==> src/rtl/gpio_bank_pkg.sv <==
// Shared decode types for the GPIO bank.
package gpio_bank_pkg;

    // Register selected by address bits [6:4]; the order fixes the address map.
    typedef enum logic [2:0] {
        REG_OUTVAL = 3'd0,
        REG_INVAL  = 3'd1,
        REG_DRIVE  = 3'd2,
        REG_ROUTE  = 3'd3,
        REG_ENABLE = 3'd4,
        REG_LEVEL  = 3'd5,
        REG_POLAR  = 3'd6,
        REG_STATUS = 3'd7
    } reg_sel_e;

    // Write view selected by address bits [3:2].
    typedef enum logic [1:0] {
        ACC_LOAD = 2'd0,
        ACC_SET  = 2'd1,
        ACC_CLR  = 2'd2,
        ACC_NONE = 2'd3
    } acc_e;

endpackage

==> src/rtl/gpio_sync.sv <==
// Multi-stage synchronizer for asynchronous pin levels.
// Assumes each bit is independent (no bus coherency is required).
module gpio_sync #(
    parameter int W      = 32,
    parameter int STAGES = 2
) (
    input  logic         clk,
    input  logic         rst_n,
    input  logic [W-1:0] async_in,
    output logic [W-1:0] sync_out
);
    logic [STAGES-1:0][W-1:0] stage_q;

    // Shift the pin levels through the flop chain.
    always_ff @(posedge clk) begin
        if (!rst_n) begin
            stage_q <= '0;
        end else begin
            stage_q[0] <= async_in;
            for (int s = 1; s < STAGES; s++) begin
                stage_q[s] <= stage_q[s-1];
            end
        end
    end

    assign sync_out = stage_q[STAGES-1];
endmodule

==> src/rtl/gpio_alias_reg.sv <==
// Configuration register with load, set-bits and clear-bits write views.
// Assumes at most one of the three strobes is high in a cycle.
module gpio_alias_reg #(
    parameter int W = 32
) (
    input  logic         clk,
    input  logic         rst_n,
    input  logic         wr_load,
    input  logic         wr_set,
    input  logic         wr_clr,
    input  logic [W-1:0] wdata,
    output logic [W-1:0] q
);
    // Apply the selected write view; reset to zero.
    always_ff @(posedge clk) begin
        if (!rst_n) begin
            q <= '0;
        end else if (wr_load) begin
            q <= wdata;
        end else if (wr_set) begin
            q <= q | wdata;
        end else if (wr_clr) begin
            q <= q & ~wdata;
        end
    end
endmodule

==> src/rtl/gpio_irq_detect.sv <==
// Per-pin interrupt detection and sticky status.
// Assumes sync_in is already synchronous to clk. An event in the same
// cycle as a clear of its bit keeps the bit set.
module gpio_irq_detect #(
    parameter int W = 32
) (
    input  logic         clk,
    input  logic         rst_n,
    input  logic [W-1:0] sync_in,
    input  logic [W-1:0] route,
    input  logic [W-1:0] level,
    input  logic [W-1:0] polarity,
    input  logic [W-1:0] clr_mask,
    output logic [W-1:0] event_o,
    output logic [W-1:0] status
);
    logic [W-1:0] prev_q;

    // Hold the previous synchronized sample for edge comparison.
    always_ff @(posedge clk) begin
        if (!rst_n) prev_q <= '0;
        else        prev_q <= sync_in;
    end

    for (genvar i = 0; i < W; i++) begin : g_pin
        logic rise, fall, lvl_hit, edge_hit;
        // Classify this pin's current sample against its configuration.
        always_comb begin
            rise     = sync_in[i] & ~prev_q[i];
            fall     = ~sync_in[i] & prev_q[i];
            edge_hit = polarity[i] ? rise : fall;
            lvl_hit  = (sync_in[i] == polarity[i]);
            event_o[i] = route[i] & (level[i] ? lvl_hit : edge_hit);
        end
    end

    // Sticky status: clear by mask, events take priority.
    always_ff @(posedge clk) begin
        if (!rst_n) status <= '0;
        else        status <= (status & ~clr_mask) | event_o;
    end
endmodule

==> src/rtl/gpio_irq_bank.sv <==
// GPIO bank top: register decode, alias views, read mux, pad outputs
// and interrupt combine. Assumes a single-cycle bus with combinational read.
module gpio_irq_bank #(
    parameter int NUM_PINS = 32,
    parameter int ADDR_W   = 8,
    parameter int SYNC_STG = 2
) (
    input  logic                clk,
    input  logic                rst_n,
    input  logic [ADDR_W-1:0]   bus_addr,
    input  logic                bus_wr,
    input  logic [NUM_PINS-1:0] bus_wdata,
    output logic [NUM_PINS-1:0] bus_rdata,
    input  logic [NUM_PINS-1:0] pin_in,
    output logic [NUM_PINS-1:0] pin_out,
    output logic [NUM_PINS-1:0] pin_oe,
    output logic                irq_o
);
    import gpio_bank_pkg::*;

    localparam int ACC_LSB  = 2;
    localparam int SEL_LSB  = 4;
    localparam int SEL_W    = 3;
    localparam int NUM_REGS = 1 << SEL_W;
    localparam int TOP_LSB  = SEL_LSB + SEL_W;

    reg_sel_e                     sel;
    acc_e                         acc;
    logic                         in_window;
    logic [NUM_REGS-1:0]          wr_hit;
    logic [NUM_REGS-1:0][NUM_PINS-1:0] reg_q;
    logic [NUM_PINS-1:0]          din_sync, stat_q, evt, clr_mask;
    logic [NUM_PINS-1:0]          route_q, ien_q, lvl_q, pol_q;

    // Decode the address into register, view and window hit.
    always_comb begin
        sel       = reg_sel_e'(bus_addr[SEL_LSB +: SEL_W]);
        acc       = acc_e'(bus_addr[ACC_LSB +: 2]);
        in_window = (bus_addr[ADDR_W-1:TOP_LSB] == '0) && (bus_addr[1:0] == 2'b00);
        for (int r = 0; r < NUM_REGS; r++) begin
            wr_hit[r] = bus_wr && in_window && (sel == reg_sel_e'(r));
        end
    end

    gpio_sync #(.W(NUM_PINS), .STAGES(SYNC_STG)) sync_i (
        .clk(clk), .rst_n(rst_n), .async_in(pin_in), .sync_out(din_sync)
    );

    for (genvar g = 0; g < NUM_REGS; g++) begin : g_reg
        if (g == int'(REG_INVAL)) begin : g_in
            assign reg_q[g] = din_sync;
        end else if (g == int'(REG_STATUS)) begin : g_st
            assign reg_q[g] = stat_q;
        end else begin : g_cfg
            gpio_alias_reg #(.W(NUM_PINS)) reg_i (
                .clk    (clk),
                .rst_n  (rst_n),
                .wr_load(wr_hit[g] && acc == ACC_LOAD),
                .wr_set (wr_hit[g] && acc == ACC_SET),
                .wr_clr (wr_hit[g] && acc == ACC_CLR),
                .wdata  (bus_wdata),
                .q      (reg_q[g])
            );
        end
    end

    assign route_q = reg_q[REG_ROUTE];
    assign ien_q   = reg_q[REG_ENABLE];
    assign lvl_q   = reg_q[REG_LEVEL];
    assign pol_q   = reg_q[REG_POLAR];

    // Only the clear view touches status from the bus.
    assign clr_mask = (wr_hit[REG_STATUS] && acc == ACC_CLR) ? bus_wdata : '0;

    gpio_irq_detect #(.W(NUM_PINS)) det_i (
        .clk(clk), .rst_n(rst_n), .sync_in(din_sync), .route(route_q),
        .level(lvl_q), .polarity(pol_q), .clr_mask(clr_mask),
        .event_o(evt), .status(stat_q)
    );

    // Read mux: every view returns the base register.
    assign bus_rdata = in_window ? reg_q[sel] : '0;

    assign pin_out = reg_q[REG_OUTVAL];
    assign pin_oe  = reg_q[REG_DRIVE];
    assign irq_o   = |(stat_q & ien_q);
endmodule

==> config.mk <==
export PLATFORM = sky130hd
export DESIGN_NAME = gpio_irq_bank
export DESIGN_NICKNAME = d
export VERILOG_FILES = /design/src/rtl/gpio_bank_pkg.sv /design/src/rtl/gpio_sync.sv /design/src/rtl/gpio_alias_reg.sv /design/src/rtl/gpio_irq_detect.sv /design/src/rtl/gpio_irq_bank.sv
export SDC_FILE = /design/constraint.sdc
export NUM_CORES = 1
export LEC_CHECK = 0
export ABC_AREA = 1
export BUFFER_PORTS_ARGS = -buffer_cell sky130_fd_sc_hd__buf_2
export CAP_MARGIN = 20
export CELL_PAD_IN_SITES_DETAIL_PLACEMENT = 0
export CELL_PAD_IN_SITES_GLOBAL_PLACEMENT = 1
export CORE_ASPECT_RATIO = 1.4
export CORE_MARGIN = 2
export CORE_UTILIZATION = 45
export DETAILED_ROUTE_END_ITERATION = 6
export GPL_TIMING_DRIVEN = 1
export PLACE_DENSITY_LB_ADDON = 0.1
export SYNTH_ARGS = -nofsm -noshare
export SYNTH_HDL_FRONTEND = slang
export SYNTH_SLANG_ARGS = --single-unit
==> constraint.sdc <==
create_clock -name clk -period 2.1 [get_ports clk]
set_input_delay 0.21 -clock clk [delete_from_list [all_inputs] [get_ports clk]]
set_output_delay 0.21 -clock clk [all_outputs]
set_load 0.005 [all_outputs]
# Word level (Yosys, flattened, before mapping)
# Cells that the tools add are included.
# classes
n_mux	86
order_cmp	1
bitwise_logic	178
reduce_logical	38
n_eq_ne	40
# op_table
op	n
$mux W32	21
$and A32 B32 Y32	8
$or A32 B32 Y32	7
$and A1 B1 Y1	96
$bmux W32 S3	1
$not A1 Y1	65
$mux W1	64
$not A32 Y32	2
$eq A1 B1 Y1	32
$reduce_or A32 Y1	1
$logic_and A1 B1 Y1	28
$reduce_bool A3 Y1	6
$eq A3 B3 Y1 const B	4
$eq A3 B2 Y1 const B	2
$logic_not A2 Y1	2
$lt A3 B4 Y1 const B	1
$logic_not A3 Y1	1
$eq A2 B1 Y1 const B	1
$eq A2 B2 Y1 const B	1
# totals
regBits	320

# Depth between registers and ports, before layout
# depth
depth_word	9
mapped_depth	9

# Hierarchy
# A second synthesis with hierarchy kept.
# hier_totals
hier_cells	2893
hier_area_um2	18215.0
# modules_own_cells
module	area_each_um2	instances	cells_per_inst
gpio_alias_reg	1577.8	6	209
gpio_irq_detect	3545.9	1	616
gpio_irq_bank	3121.7	1	792
gpio_sync	2080.7	1	231

# Least setup slack after synthesis
# Ideal clock, no wire load.
# synth_path
path_kind	input to register
startpoint	input port bus_addr[6]
endpoint	register det_i.status[10]
required_ns	1.968
path_slack_ns	0.674
t_arrival_ns	1.294
cell_stages	7
path_cell_list	clkbuf_1 inv_2 nor3_1 buf_2 nand3_1 nand2_1 a21oi_1
# synth_via
elab_chain_len	7
# synth_lines
item	line_no	source
start: declaration	gpio_irq_bank.sv:10	input logic [ADDR_W-1:0] bus_addr,
$eq A3 B3 Y1	gpio_irq_bank.sv:41	wr_hit[r] = bus_wr && in_window && (sel == reg_sel_e'(r));
$logic_and A1 B1 Y1	gpio_irq_bank.sv:41	
$logic_and A1 B1 Y1	gpio_irq_bank.sv:73	assign clr_mask = (wr_hit[REG_STATUS] && acc == ACC_CLR) ? bus_wdata : '0;
$mux W32	gpio_irq_bank.sv:73	
$not A32 Y32	gpio_irq_detect.sv:40	else status <= (status & ~clr_mask) | event_o;
$and A32 B32 Y32	gpio_irq_detect.sv:40	
$or A32 B32 Y32	gpio_irq_detect.sv:40	
end signal: assignment	gpio_irq_detect.sv:40	
end: declaration	gpio_irq_detect.sv:15	output logic [W-1:0] status
# Every way passes these cells.
# A chain may end at the register's enable or synchronous reset.

# Worst setup path in the final report
# layout_path
startpoint	register det_i.status[27]
endpoint	output port irq_o
# layout_via
elab_chain_len	2
# layout_lines
item	line_no	source
$and A32 B32 Y32	gpio_irq_bank.sv:86	assign irq_o = |(stat_q & ien_q);
$reduce_or A32 Y1	gpio_irq_bank.sv:86	
end: declaration	gpio_irq_bank.sv:17	output logic irq_o
# Every way passes these cells.

==> impl_results.md <==
* Port Buffers at 171
* Skew final at 0.0115 ns
* Final setup viols at 0
* Final Hold Vio Count at 0
* Final #Nets at 2,584
* RSZ-0062 raised after global routing: false
* H-Tree Depth at 2
* Critical path startpoint category: flop
* Switching share of total power at 0.250
* Post-synth top area share at 0.426
* Post-Synthesis Cells at 2,321
* Net count after synthesis at 2,396
* Max FO, Critical Path at 3
* Number of library cell types mapped by synthesis at 22
* Fmax at 0.504 GHz
* Worst EP arrival at 1.77 ns
* Core area at 33,100 um2
* Antenna-violating nets left at 0
* Pin count of the biggest net entering global routing at 97
* Clk sinks at 320
* Clock root cell: clkbuf_16
* Status: complete, no violations
* Number of non-filler instances in the completed layout at 2,977
* Commonest cells in the netlist: 845 x nand2_1, 320 x dfxtp_1, 276 x nand3_1
* Max IR drop VDD at between 0.5 and 0.6 mV
* TritonCTS clock tree: yes
* Measured slew at the worst slew-check pin at roughly 0.6 ns
* CP endpoint kind: primary output
* Synth top area cells: dfxtp_1 43%, nand2_1 21%, nand3_1 9.2%
* Int Pwr at 10,100 uW
* Synth warn at 0
* Number of vias per cell at 5.37
* Post-place instance area at 16,700 um2
* Maxcap violations at 0
* Critical-path cell list: nand2_1, nand4_1, or2_2, nor2_1, nand2_1, buf_2
* Final Max Tran Viols at 0
* Hold_sp: bus_addr[3]
* Length of the first detailed-routing pass in iterations at 7
* Per-cell routed wire length at roughly 17 um
* Hpwl dp at 31,800 um
* Post-Place Cells at about 2,900
* Combinational share of power at 0.081
* Total Power at roughly 13,000 uW
* Number of synthesized flops with an enable pin at 0
* Async set-reset flop share out of synthesis at 0
* Avg Inst Size Synth at ~6.5 um2
* Placer Congestion at between 0.8 and 0.9
* Power share of the clock group at 0.456
* Initial Util at 0.454
* Worst-path clk slew at 0.06 ns
* DRT Wirelength at 51,500 um
* Crit path from: det_i.status[27]
* Crit path time final at between 1.5 and 2 ns
* Min-delay worst type: input port to flop
* Pleak at 0.00754 uW
* Die area at 34,900 um2
* Worst-skew pair later-pin latency at 0.53 ns
* Leading area contributor after synthesis: dfxtp_1
* Fin Hold WS at ~0.15 ns
* Reg2reg start: sync_i.sync_out[5]
* Layout cell share with drive strength beyond 1 at 0.119
* Initial antenna violation count at 0
* NetSw at 3350 uW
* Area Overhead vs Synth at 22.7%
* Final Cycle Share at 0.945
* CP bufs+invs at 1
* N_diodes at 0
* Critical path class: flop to primary output
* CP max stage delay at 0.36 ns
* Most frequent cell after synthesis: nand2_1
* Io pins at 172
* Pwr dens at just over 700 nW/um2
* GRT Overall Usage at 0.294
* Chip Width at 158 um
* Clock Tree Buf Depth at 3
* Top FF cell, synth: dfxtp_1
* Register area share after synthesis at 0.426
* Congestion Overflow GR at 0
* Design Area, Final at 18,400 um2
* DRC Markers at 0
* First-pass GRT wire length at 80,600 um
* Row count at around 80
* Netlist Area Pre-Place at 15,000 um2
* Final setup TNS at 0 ns
* Yosys reg bits at 320
* Crit path max-delay family: simple AND/OR/NAND/NOR gates
* Sequential power share at 0.463
* Vias in the first global route at ~15,000
* Die height at 220 um
* Most used cell, CP: nand2_1
* Starting DRC count in detailed routing at 1,187
* DR vias at 15,994
* Cts bufs inserted at 36
* Slowest-stage cell, CP: or2_2
* Slew headroom at 0.599
* Worst Path Required at 1.89 ns
==> cell type report <==
type                            instances  area (um2)
Multi-Input combinational cell       1668        7370
Clock buffer                           55        1080
Clock inverter                          6        41.3
Inverter                              191         722
Tap cell                              445         557
Sequential cell                       320        6410
Fill cell                            3279       14700
Timing Repair Buffer                  292        2260
==> per-stage QoR <==
stage	setup slack (ns)	util
global placement	0.389	0.504
CTS	0.0936	0.557
detailed placement	0.372	0.504
global route	0.0338	0.557
floorplan	0.674	-
finish	0.116	0.557
==> cells by family (layout without fill, tap and decap cells) <==
group           count (synthesis)  count (layout)  share of synthesized area
simple gates                 1324            1324                      0.365
flops                         320             320                      0.426
buf+inv                       333             544                     0.0867
compound gates                344             344                      0.122
==> power by group through the flow <==
stage	combinational, uW	clock (uW)	sequential [uW]
2_1_floorplan	526	0	6320
3_3_place_gp	978	0	6340
3_5_place_dp	984	0	6340
4_1_cts	1080	6220	6210
5_1_grt	1180	6460	6210
6_report	1090	6110	6210
==> final timing paths <==
kind | end | slack (ns) | depth (start not counted)
worst max-delay path | irq_o | 0.12 | 6
worst min-delay path | flop | 0.15 | 4
worst max register to register | det_i.status[5] | 1.17 | 4
worst min register to register | sync_i.sync_out[4] | 0.41 | 2
==> cells in the final DEF, fill, tap and decap left out <==
cell,n
a21boi_0,1
o211ai_1,29
a22oi_1,16
buf_2,170
nand4_1,41
clkbuf_16,37
nor3b_1,4
nand2_1,844
nor2_1,141
nand3_1,276
o21ai_0,59
clkinv_1,1
buf_12,27
clkinv_2,3
a21oi_1,239
clkbuf_1,9
inv_1,185
nand2_4,1
nor2_2,1
nor2_4,9
clkbuf_8,9
inv_2,4
or2_2,2
dfxtp_1,320
inv_6,4
nand3_2,1
buf_4,31
nor3_2,2
dlygate4sd3_1,64
nor3_1,2
==> metal layers <==
layer / track usage / vias up / share of wire
met5: 0 / - / 0
met4: 0.112 / 0 / 0.034
met1: 0.365 / 7410 / 0.41
li1: - / 7848 / -
met3: 0.0419 / 110 / 0.071
met2: 0.515 / 626 / 0.48
==> what timing repair did <==
| action | CTS | global route |
|---|---|---|
| gates resized for setup | 0 | 0 |
| hold buffers | 64 | 0 |
| setup endpoints to repair | 0 | 0 |
| setup buffers | 0 | 0 |
| hold endpoints to repair | 69 | 0 |
==> worst register-to-register path, delay by kind of cell, from the launching register on <==
family	cells	cell delay [ns]
and+or+nand+nor	2	0.14
DFF	1	0.45
AOI/OAI and AO/OA	2	0.27
No activity file was read; power rests on OpenSTA's default activity.
